## src/rtl/fbs_pkg.sv

```systemverilog
package fbs_pkg;
    localparam logic [1:0] SEL_DIV   = 2'd0;
    localparam logic [1:0] SEL_ARRAY = 2'd1;
    localparam logic [1:0] SEL_CMD   = 2'd2;
    localparam logic [1:0] SEL_FLAG  = 2'd3;

    localparam logic [7:0] CMD_PROG  = 8'h01;
    localparam logic [7:0] CMD_BURST = 8'h02;

    localparam int BIT_LAUNCH = 7;
    localparam int BIT_PVIOL  = 5;
    localparam int BIT_ACCERR = 4;

    typedef enum logic [1:0] {STG_IDLE, STG_ADDR, STG_CMD} stage_e;
    typedef enum logic [1:0] {ENG_IDLE, ENG_RAMP, ENG_PROG, ENG_FALL} eng_e;
endpackage

```

## src/rtl/fbs_tick_gen.sv

```systemverilog
module fbs_tick_gen #(
    parameter int DIV_W = 6
) (
    input  logic             clk,
    input  logic             rst_n,
    input  logic [DIV_W-1:0] div_i,
    output logic             tick_o
);
    typedef struct packed {
        logic [DIV_W-1:0] cnt;
    } st_t;

    st_t q, d;

    always_comb begin
        d = q;
        tick_o = (q.cnt >= div_i);
        d.cnt = tick_o ? '0 : q.cnt + 1'b1;
    end

    always_ff @(posedge clk or negedge rst_n) begin
        if (!rst_n) q <= '0;
        else        q <= d;
    end


    tick_restart_chk: assert property (@(posedge clk) disable iff (!rst_n)
        tick_o |=> (q.cnt == '0));
endmodule

```

## src/rtl/fbs_front.sv

```systemverilog
module fbs_front
    import fbs_pkg::*;
#(
    parameter int              ADDR_W    = 16,
    parameter int              DATA_W    = 8,
    parameter int              DIV_W     = 6,
    parameter logic [ADDR_W-1:0] PROT_BASE = 'hF000
) (
    input  logic              clk,
    input  logic              rst_n,
    input  logic              bus_we,
    input  logic [1:0]        bus_sel,
    input  logic [ADDR_W-1:0] bus_addr,
    input  logic [DATA_W-1:0] bus_wdata,
    input  logic              take_i,
    output logic [DIV_W-1:0]  div_o,
    output logic              buf_valid_o,
    output logic [ADDR_W-1:0] buf_addr_o,
    output logic [DATA_W-1:0] buf_data_o,
    output logic              buf_burst_o,
    output logic              acc_err_o,
    output logic              pviol_o
);
    typedef struct packed {
        logic              div_set;
        logic [DIV_W-1:0]  div;
        stage_e            stage;
        logic [ADDR_W-1:0] stg_addr;
        logic [DATA_W-1:0] stg_data;
        logic              stg_burst;
        logic              buf_valid;
        logic [ADDR_W-1:0] buf_addr;
        logic [DATA_W-1:0] buf_data;
        logic              buf_burst;
        logic              acc_err;
        logic              pviol;
    } st_t;

    st_t  q, d;
    logic errs;
    logic cmd_ok;

    always_comb begin
        d      = q;
        errs   = q.acc_err | q.pviol;
        cmd_ok = (bus_wdata == DATA_W'(CMD_PROG)) || (bus_wdata == DATA_W'(CMD_BURST));
        if (take_i) d.buf_valid = 1'b0;
        if (bus_we) begin
            case (bus_sel)
                SEL_DIV: begin
                    d.div     = bus_wdata[DIV_W-1:0];
                    d.div_set = 1'b1;
                end
                SEL_ARRAY: if (!errs) begin
                    if (!q.div_set || q.stage != STG_IDLE) begin
                        d.acc_err = 1'b1;
                        d.stage   = STG_IDLE;
                    end else begin
                        d.stg_addr = bus_addr;
                        d.stg_data = bus_wdata;
                        d.stage    = STG_ADDR;
                    end
                end
                SEL_CMD: if (!errs) begin
                    if (q.stage != STG_ADDR || !cmd_ok) begin
                        d.acc_err = 1'b1;
                        d.stage   = STG_IDLE;
                    end else begin
                        d.stg_burst = (bus_wdata == DATA_W'(CMD_BURST));
                        d.stage     = STG_CMD;
                    end
                end
                default: begin
                    if (bus_wdata[BIT_ACCERR]) d.acc_err = 1'b0;
                    if (bus_wdata[BIT_PVIOL])  d.pviol   = 1'b0;
                    if (bus_wdata[BIT_LAUNCH] && !errs) begin
                        d.stage = STG_IDLE;
                        if (q.stage != STG_CMD || (q.buf_valid && !take_i)) begin
                            d.acc_err = 1'b1;
                        end else if (q.stg_addr >= PROT_BASE) begin
                            d.pviol = 1'b1;
                        end else begin
                            d.buf_valid = 1'b1;
                            d.buf_addr  = q.stg_addr;
                            d.buf_data  = q.stg_data;
                            d.buf_burst = q.stg_burst;
                        end
                    end
                end
            endcase
        end
    end

    always_ff @(posedge clk or negedge rst_n) begin
        if (!rst_n) q <= '0;
        else        q <= d;
    end

    assign div_o       = q.div;
    assign buf_valid_o = q.buf_valid;
    assign buf_addr_o  = q.buf_addr;
    assign buf_data_o  = q.buf_data;
    assign buf_burst_o = q.buf_burst;
    assign acc_err_o   = q.acc_err;
    assign pviol_o     = q.pviol;


    no_div_idle_chk: assert property (@(posedge clk) disable iff (!rst_n)
        !q.div_set |-> (q.stage == STG_IDLE && !q.buf_valid));

    err_blocks_load_chk: assert property (@(posedge clk) disable iff (!rst_n)
        (q.acc_err || q.pviol) |=> !$rose(q.buf_valid));

    acc_err_discard_chk: assert property (@(posedge clk) disable iff (!rst_n)
        $rose(q.acc_err) |-> (q.stage == STG_IDLE));

    pviol_no_load_chk: assert property (@(posedge clk) disable iff (!rst_n)
        $rose(q.pviol) |-> !$rose(q.buf_valid));
endmodule

```

## src/rtl/fbs_engine.sv

```systemverilog
module fbs_engine
    import fbs_pkg::*;
#(
    parameter int ADDR_W     = 16,
    parameter int DATA_W     = 8,
    parameter int ROW_BITS   = 6,
    parameter int PGM_TICKS  = 4,
    parameter int RAMP_TICKS = 2,
    parameter int FALL_TICKS = 2
) (
    input  logic              clk,
    input  logic              rst_n,
    input  logic              tick_i,
    input  logic              buf_valid_i,
    input  logic [ADDR_W-1:0] buf_addr_i,
    input  logic [DATA_W-1:0] buf_data_i,
    input  logic              buf_burst_i,
    output logic              take_o,
    output logic              busy_o,
    output logic              pump_o,
    output logic              stb_o,
    output logic [ADDR_W-1:0] addr_o,
    output logic [DATA_W-1:0] data_o
);
    localparam int MAX_A = (PGM_TICKS > RAMP_TICKS) ? PGM_TICKS : RAMP_TICKS;
    localparam int MAX_T = (MAX_A > FALL_TICKS) ? MAX_A : FALL_TICKS;
    localparam int CNT_W = $clog2(MAX_T + 1);

    typedef struct packed {
        eng_e              state;
        logic [CNT_W-1:0]  cnt;
        logic              pump;
        logic              stb;
        logic              burst;
        logic [ADDR_W-1:0] addr;
        logic [DATA_W-1:0] data;
    } st_t;

    st_t  q, d;
    logic same_row;
    logic last;

    always_comb begin
        d        = q;
        d.stb    = 1'b0;
        take_o   = 1'b0;
        same_row = (buf_addr_i[ADDR_W-1:ROW_BITS] == q.addr[ADDR_W-1:ROW_BITS]);
        last     = tick_i && (q.cnt == CNT_W'(1));
        case (q.state)
            ENG_IDLE: if (buf_valid_i) begin
                take_o  = 1'b1;
                d.addr  = buf_addr_i;
                d.data  = buf_data_i;
                d.burst = buf_burst_i;
                d.pump  = 1'b1;
                d.cnt   = CNT_W'(RAMP_TICKS);
                d.state = ENG_RAMP;
            end
            ENG_RAMP: if (tick_i) begin
                if (last) begin
                    d.state = ENG_PROG;
                    d.cnt   = CNT_W'(PGM_TICKS);
                    d.stb   = 1'b1;
                end else begin
                    d.cnt = q.cnt - 1'b1;
                end
            end
            ENG_PROG: if (tick_i) begin
                if (last) begin
                    if (q.burst && buf_valid_i && buf_burst_i && same_row) begin
                        take_o = 1'b1;
                        d.addr = buf_addr_i;
                        d.data = buf_data_i;
                        d.cnt  = CNT_W'(PGM_TICKS);
                        d.stb  = 1'b1;
                    end else begin
                        d.pump  = 1'b0;
                        d.cnt   = CNT_W'(FALL_TICKS);
                        d.state = ENG_FALL;
                    end
                end else begin
                    d.cnt = q.cnt - 1'b1;
                end
            end
            default: if (tick_i) begin
                if (last) d.state = ENG_IDLE;
                else      d.cnt   = q.cnt - 1'b1;
            end
        endcase
    end

    always_ff @(posedge clk or negedge rst_n) begin
        if (!rst_n) q <= '0;
        else        q <= d;
    end

    assign busy_o = (q.state != ENG_IDLE);
    assign pump_o = q.pump;
    assign stb_o  = q.stb;
    assign addr_o = q.addr;
    assign data_o = q.data;


    stb_needs_pump_chk: assert property (@(posedge clk) disable iff (!rst_n)
        q.stb |-> q.pump);

    pump_fall_at_end_chk: assert property (@(posedge clk) disable iff (!rst_n)
        $fell(q.pump) |-> ($past(q.state) == ENG_PROG));

    std_drop_chk: assert property (@(posedge clk) disable iff (!rst_n)
        (q.state == ENG_PROG && !q.burst && last) |=> !q.pump);

    chain_same_row_chk: assert property (@(posedge clk) disable iff (!rst_n)
        (q.stb && $past(q.state) == ENG_PROG) |->
        (q.addr[ADDR_W-1:ROW_BITS] == $past(q.addr[ADDR_W-1:ROW_BITS])));
endmodule

```

## src/rtl/flash_burst_seq.sv

```systemverilog
module flash_burst_seq #(
    parameter int                ADDR_W     = 16,
    parameter int                DATA_W     = 8,
    parameter int                DIV_W      = 6,
    parameter int                ROW_BITS   = 6,
    parameter int                PGM_TICKS  = 4,
    parameter int                RAMP_TICKS = 2,
    parameter int                FALL_TICKS = 2,
    parameter logic [ADDR_W-1:0] PROT_BASE  = 'hF000
) (
    input  logic              clk,
    input  logic              rst_n,
    input  logic              bus_we,
    input  logic [1:0]        bus_sel,
    input  logic [ADDR_W-1:0] bus_addr,
    input  logic [DATA_W-1:0] bus_wdata,
    output logic              flg_buf_empty,
    output logic              flg_done,
    output logic              flg_acc_err,
    output logic              flg_prot_viol,
    output logic              pump_en,
    output logic              pgm_stb,
    output logic [ADDR_W-1:0] pgm_addr,
    output logic [DATA_W-1:0] pgm_data
);
    logic [DIV_W-1:0]  div;
    logic              tick;
    logic              take;
    logic              busy;
    logic              buf_valid;
    logic [ADDR_W-1:0] buf_addr;
    logic [DATA_W-1:0] buf_data;
    logic              buf_burst;

    fbs_tick_gen #(.DIV_W(DIV_W)) i_tick (
        .clk(clk), .rst_n(rst_n), .div_i(div), .tick_o(tick)
    );

    fbs_front #(
        .ADDR_W(ADDR_W), .DATA_W(DATA_W), .DIV_W(DIV_W), .PROT_BASE(PROT_BASE)
    ) i_front (
        .clk(clk), .rst_n(rst_n), .bus_we(bus_we), .bus_sel(bus_sel),
        .bus_addr(bus_addr), .bus_wdata(bus_wdata), .take_i(take),
        .div_o(div), .buf_valid_o(buf_valid), .buf_addr_o(buf_addr),
        .buf_data_o(buf_data), .buf_burst_o(buf_burst),
        .acc_err_o(flg_acc_err), .pviol_o(flg_prot_viol)
    );

    fbs_engine #(
        .ADDR_W(ADDR_W), .DATA_W(DATA_W), .ROW_BITS(ROW_BITS),
        .PGM_TICKS(PGM_TICKS), .RAMP_TICKS(RAMP_TICKS), .FALL_TICKS(FALL_TICKS)
    ) i_engine (
        .clk(clk), .rst_n(rst_n), .tick_i(tick), .buf_valid_i(buf_valid),
        .buf_addr_i(buf_addr), .buf_data_i(buf_data), .buf_burst_i(buf_burst),
        .take_o(take), .busy_o(busy), .pump_o(pump_en), .stb_o(pgm_stb),
        .addr_o(pgm_addr), .data_o(pgm_data)
    );

    assign flg_buf_empty = !buf_valid;
    assign flg_done      = !buf_valid && !busy;


    done_idle_chk: assert property (@(posedge clk) disable iff (!rst_n)
        flg_done |-> !pgm_stb);
endmodule

```

## config.mk

```make
export PLATFORM = sky130hd
export DESIGN_NAME = flash_burst_seq
export DESIGN_NICKNAME = d
export VERILOG_FILES = /design/src/rtl/fbs_pkg.sv /design/src/rtl/fbs_tick_gen.sv /design/src/rtl/fbs_front.sv /design/src/rtl/fbs_engine.sv /design/src/rtl/flash_burst_seq.sv
export SDC_FILE = /design/constraint.sdc
export NUM_CORES = 1
export LEC_CHECK = 0
export CORE_ASPECT_RATIO = 1.4
export CORE_UTILIZATION = 55
export CTS_CLUSTER_SIZE = 10
export DETAILED_ROUTE_END_ITERATION = 12
export PLACE_DENSITY = 0.75
export SYNTH_ARGS = -nofsm -noshare
export SYNTH_HDL_FRONTEND = slang
export SYNTH_SLANG_ARGS = --single-unit
```

## constraint.sdc

```tcl
create_clock -name clk -period 3.65 [get_ports clk]
set_input_delay 0.5475 -clock clk [delete_from_list [all_inputs] [get_ports clk]]
set_output_delay 0.5475 -clock clk [all_outputs]
set_load 0.03 [all_outputs]
```

==> out/metrics.yaml <==
critical_path:
  required_ps: 3870
  critPathLaunchType: "flip-flop"
  cp_max_fo: 17
  path_class: "flip-flop to flip-flop"
  worstSetupEndpointType: "flip-flop"
  cp.arrival_ps: 3150
floorplanning:
  fp.coreArea_sq_mm: 0.008247
  die_h_um: 112.0
  rows: 39
  start_util: 0.5764
  dieArea_sq_mm: 0.009023
  die_w_um: 80.57
  io_pins: 59
synthesis:
  synthesis.nets: 423
  ys.flop_type: "dfrtp_1"
  synthTopCellsByArea: "dfrtp_1 53%, mux2_2 18%, ha_1 4.5%"
  syn-instance-count: 377
  synth_edf_count: 0
  ys_seq_area_frac: 0.5265
  synth.top_cell.area_share: 0.5265
  synthArstFlopShare: 1.000
  syn_avg_cell_area_sq_um: 12.61
  synth_area_sq_mm: 0.004753
  ys_seq_elements: 100
  ys.warnings.count: 0
  ys_types: 48
  yosysTopAreaCell: "dfrtp_1"
sta:
  finalCritPeriodShare: 0.8006
  rsz0062_at_grt: "false"
  finalSetupTns_ps: 0
  drv_slew: 0
  post-route-min-period_ps: 2922
  skew_ps: 6.248
  worst_pin_slew_ps: 807.5
  fmax_mhz: 342.2
  setup_viol_count_final: 0
  worst_slew_margin_rel: 0.4584
  finalHoldViolations: 0
clocking:
  cts-root-buf: "clkbuf_16"
  clock_latency_ps: 340
  htreeDepth: 3
  post_cts_buffers: 0
  clockBufferDepth: 2
  cts-resized-gates: 0
  clk_pin_slew_ps: 60
  holdBufCountCts: 0
  cts_inserted_buffers: 9
  cts_sinks: 100
  cts_tree: "built"
routing:
  vias_per_cell: 5.566
  drc: 0
  routed_wirelength_um: 8828
  ant_nets: 0
  drtPass1Iterations: 4
  initialDrtViolationCount: 125
  vias: 2911
  routedWlPerCell_um: 16.88
pwr:
  peakVddDrop_mv: 0.4118
  p_leak_nw: 2.605
  power_density_mw_per_mm2: 604.9
placement:
  io_buffers: 58
  routabilityCongestion: 0.8631
  hpwlAfterDp_um: 6415
job:
  maxCapViolations: 0
global_route:
  grt_pass1_vias: 2975
  overflow: 0
  antenna_found_initial: 0
  grt_use_total: 0.2181
  grt_max_degree: 61
  grt_pass1_wl_um: 14730
status:
  outcome: "completed"
final_layout:
  nNetsFinal: 463
  area_growth_pct: 17.35
  fillers: 633
  fin_util: 0.6764
  n_antenna_cell: 0
  drive_above_1_share: 0.2470
hold_path:
  hold_path_class: "input pin to async pin"
## layer usage
metal,wire length [um],vias to the layer above,part of all wire,GRT usage
met5,0,-,0,0
met4,143,0,0.016,0.07381
met3,349,15,0.040,0.05410
met2,4491,62,0.51,0.3531
met1,3843,1449,0.44,0.2834
li1,-,1385,-,-
## cells by family (layout without fill, tap and decap cells)
family | after synthesis | after routing | share of synthesized area
AO/OA/AOI/OAI | 42 | 42 | 0.06186
XOR/XNOR | 15 | 15 | 0.02764
adder cells (fa/ha/maj) | 17 | 17 | 0.04475
buffers and inverters | 54 | 98 | 0.06817
flip-flops | 100 | 100 | 0.5265
multiplexers | 81 | 81 | 0.1914
AND/OR/NAND/NOR | 68 | 68 | 0.07976
## state kept, by name, indices dropped and copies added (netlist names), 6 cells and up
signal and flops:
i_front.q 28, i_front.buf_data_o 8, i_engine.addr_o 16, i_engine.data_o 8, i_tick.q 6, i_front.buf_addr_o 16, i_engine.q 6, i_front.div_o 6
## where the power goes
part	leakage [nW]	total, W	internal (W)	switching, W
clock	0.151	0.000957	0.000563	0.000393
sequential	1.31	0.00144	0.00131	0.000130
combinational	1.14	0.000973	0.000458	0.000515
## synthesized netlist by cell type (all sizes together), types with 2 or more instances
master and instances:
nand2 18, and4 2, a211oi 3, inv 19
nor2 14, a2111o 2, ha 17, or3 2
buf 29, nand4 3, o22ai 3, clkbuf 6
mux2i 2, nand3 11, nand2b 3, nor3 2
o21ai 12, o31ai 3, dfrtp 100, nor3b 2
xor2 5, nor4bb 2, mux2 79, xnor2 10
a21oi 9, nand4b 4
## final timing paths
check / startpoint / endpoint / slack [ps] / cells after the start
setup / recovery: i_tick.q[3] / i_engine.addr_o[13] / 730 / 8
hold / removal: rst_n / i_front.q[32] / 260 / 1
setup reg to reg: i_tick.q[3] / i_engine.addr_o[13] / 730 / 8
hold reg to reg: i_front.q[61] / i_front.q[61] / 480 / 1
max in group asynchronous: rst_n / i_engine.addr_o[3] / 2590 / 2
min in group clk: i_front.q[61] / i_front.q[61] / 480 / 1
## critical path, cell delays in order, from the launching register on
cell,delay [ps]
dfrtp_1,430
ha_1,310
a211oi_1,70
nor2_1,250
a211o_1,410
nand3_1,150
a21oi_2,580
buf_12,250
mux2_2,350
## metrics by stage
step | power [W] | hold slack [ps] | setup slack (ps) | area [sq um] | cells
floorplan | 0.002158 | 251.9 | 1310 | 4753 | 377
global placement | 0.002395 | 451.8 | 803.0 | 5276 | 508
detailed placement | 0.002439 | 445.0 | 765.6 | 5276 | 508
CTS | 0.003400 | 293.7 | 728.0 | 5578 | 523
global route | 0.003568 | 315.2 | 553.4 | 5578 | 523
finish | 0.003374 | 259.0 | 727.6 | 5578 | 523
## cells in the final DEF, fill, tap and decap left out, types with 2 or more instances in the layout
cell type,count
buf_4,5
or3_1,2
o31ai_1,3
clkbuf_8,2
a21oi_1,7
xor2_1,5
clkinv_2,2
mux2_2,77
o22ai_1,3
a211oi_1,3
nor4bb_1,2
ha_1,17
and4_1,2
nand3_1,11
clkbuf_16,9
buf_12,2
clkdlybuf4s50_1,57
mux2i_1,2
nand2b_1,3
inv_1,19
a2111o_1,2
nor2_1,14
nand4b_1,4
xnor2_1,10
nand2_1,18
nor3b_1,2
nand4_1,2
dfrtp_1,100
o21ai_0,12
mux2_1,2
## area by class of cell
class | count | area, sq um | area share
clock inverters | 4 | 48.80 | 0.008748
well taps | 102 | 127.6 | 0.02288
multi-input cells | 223 | 1927 | 0.3454
repair buffers | 64 | 648.1 | 0.1162
flip-flops and latches | 100 | 2502 | 0.4486
inverters | 19 | 71.32 | 0.01279
clock buffers | 11 | 252.7 | 0.04531
No activity file was read; power rests on OpenSTA's default activity.
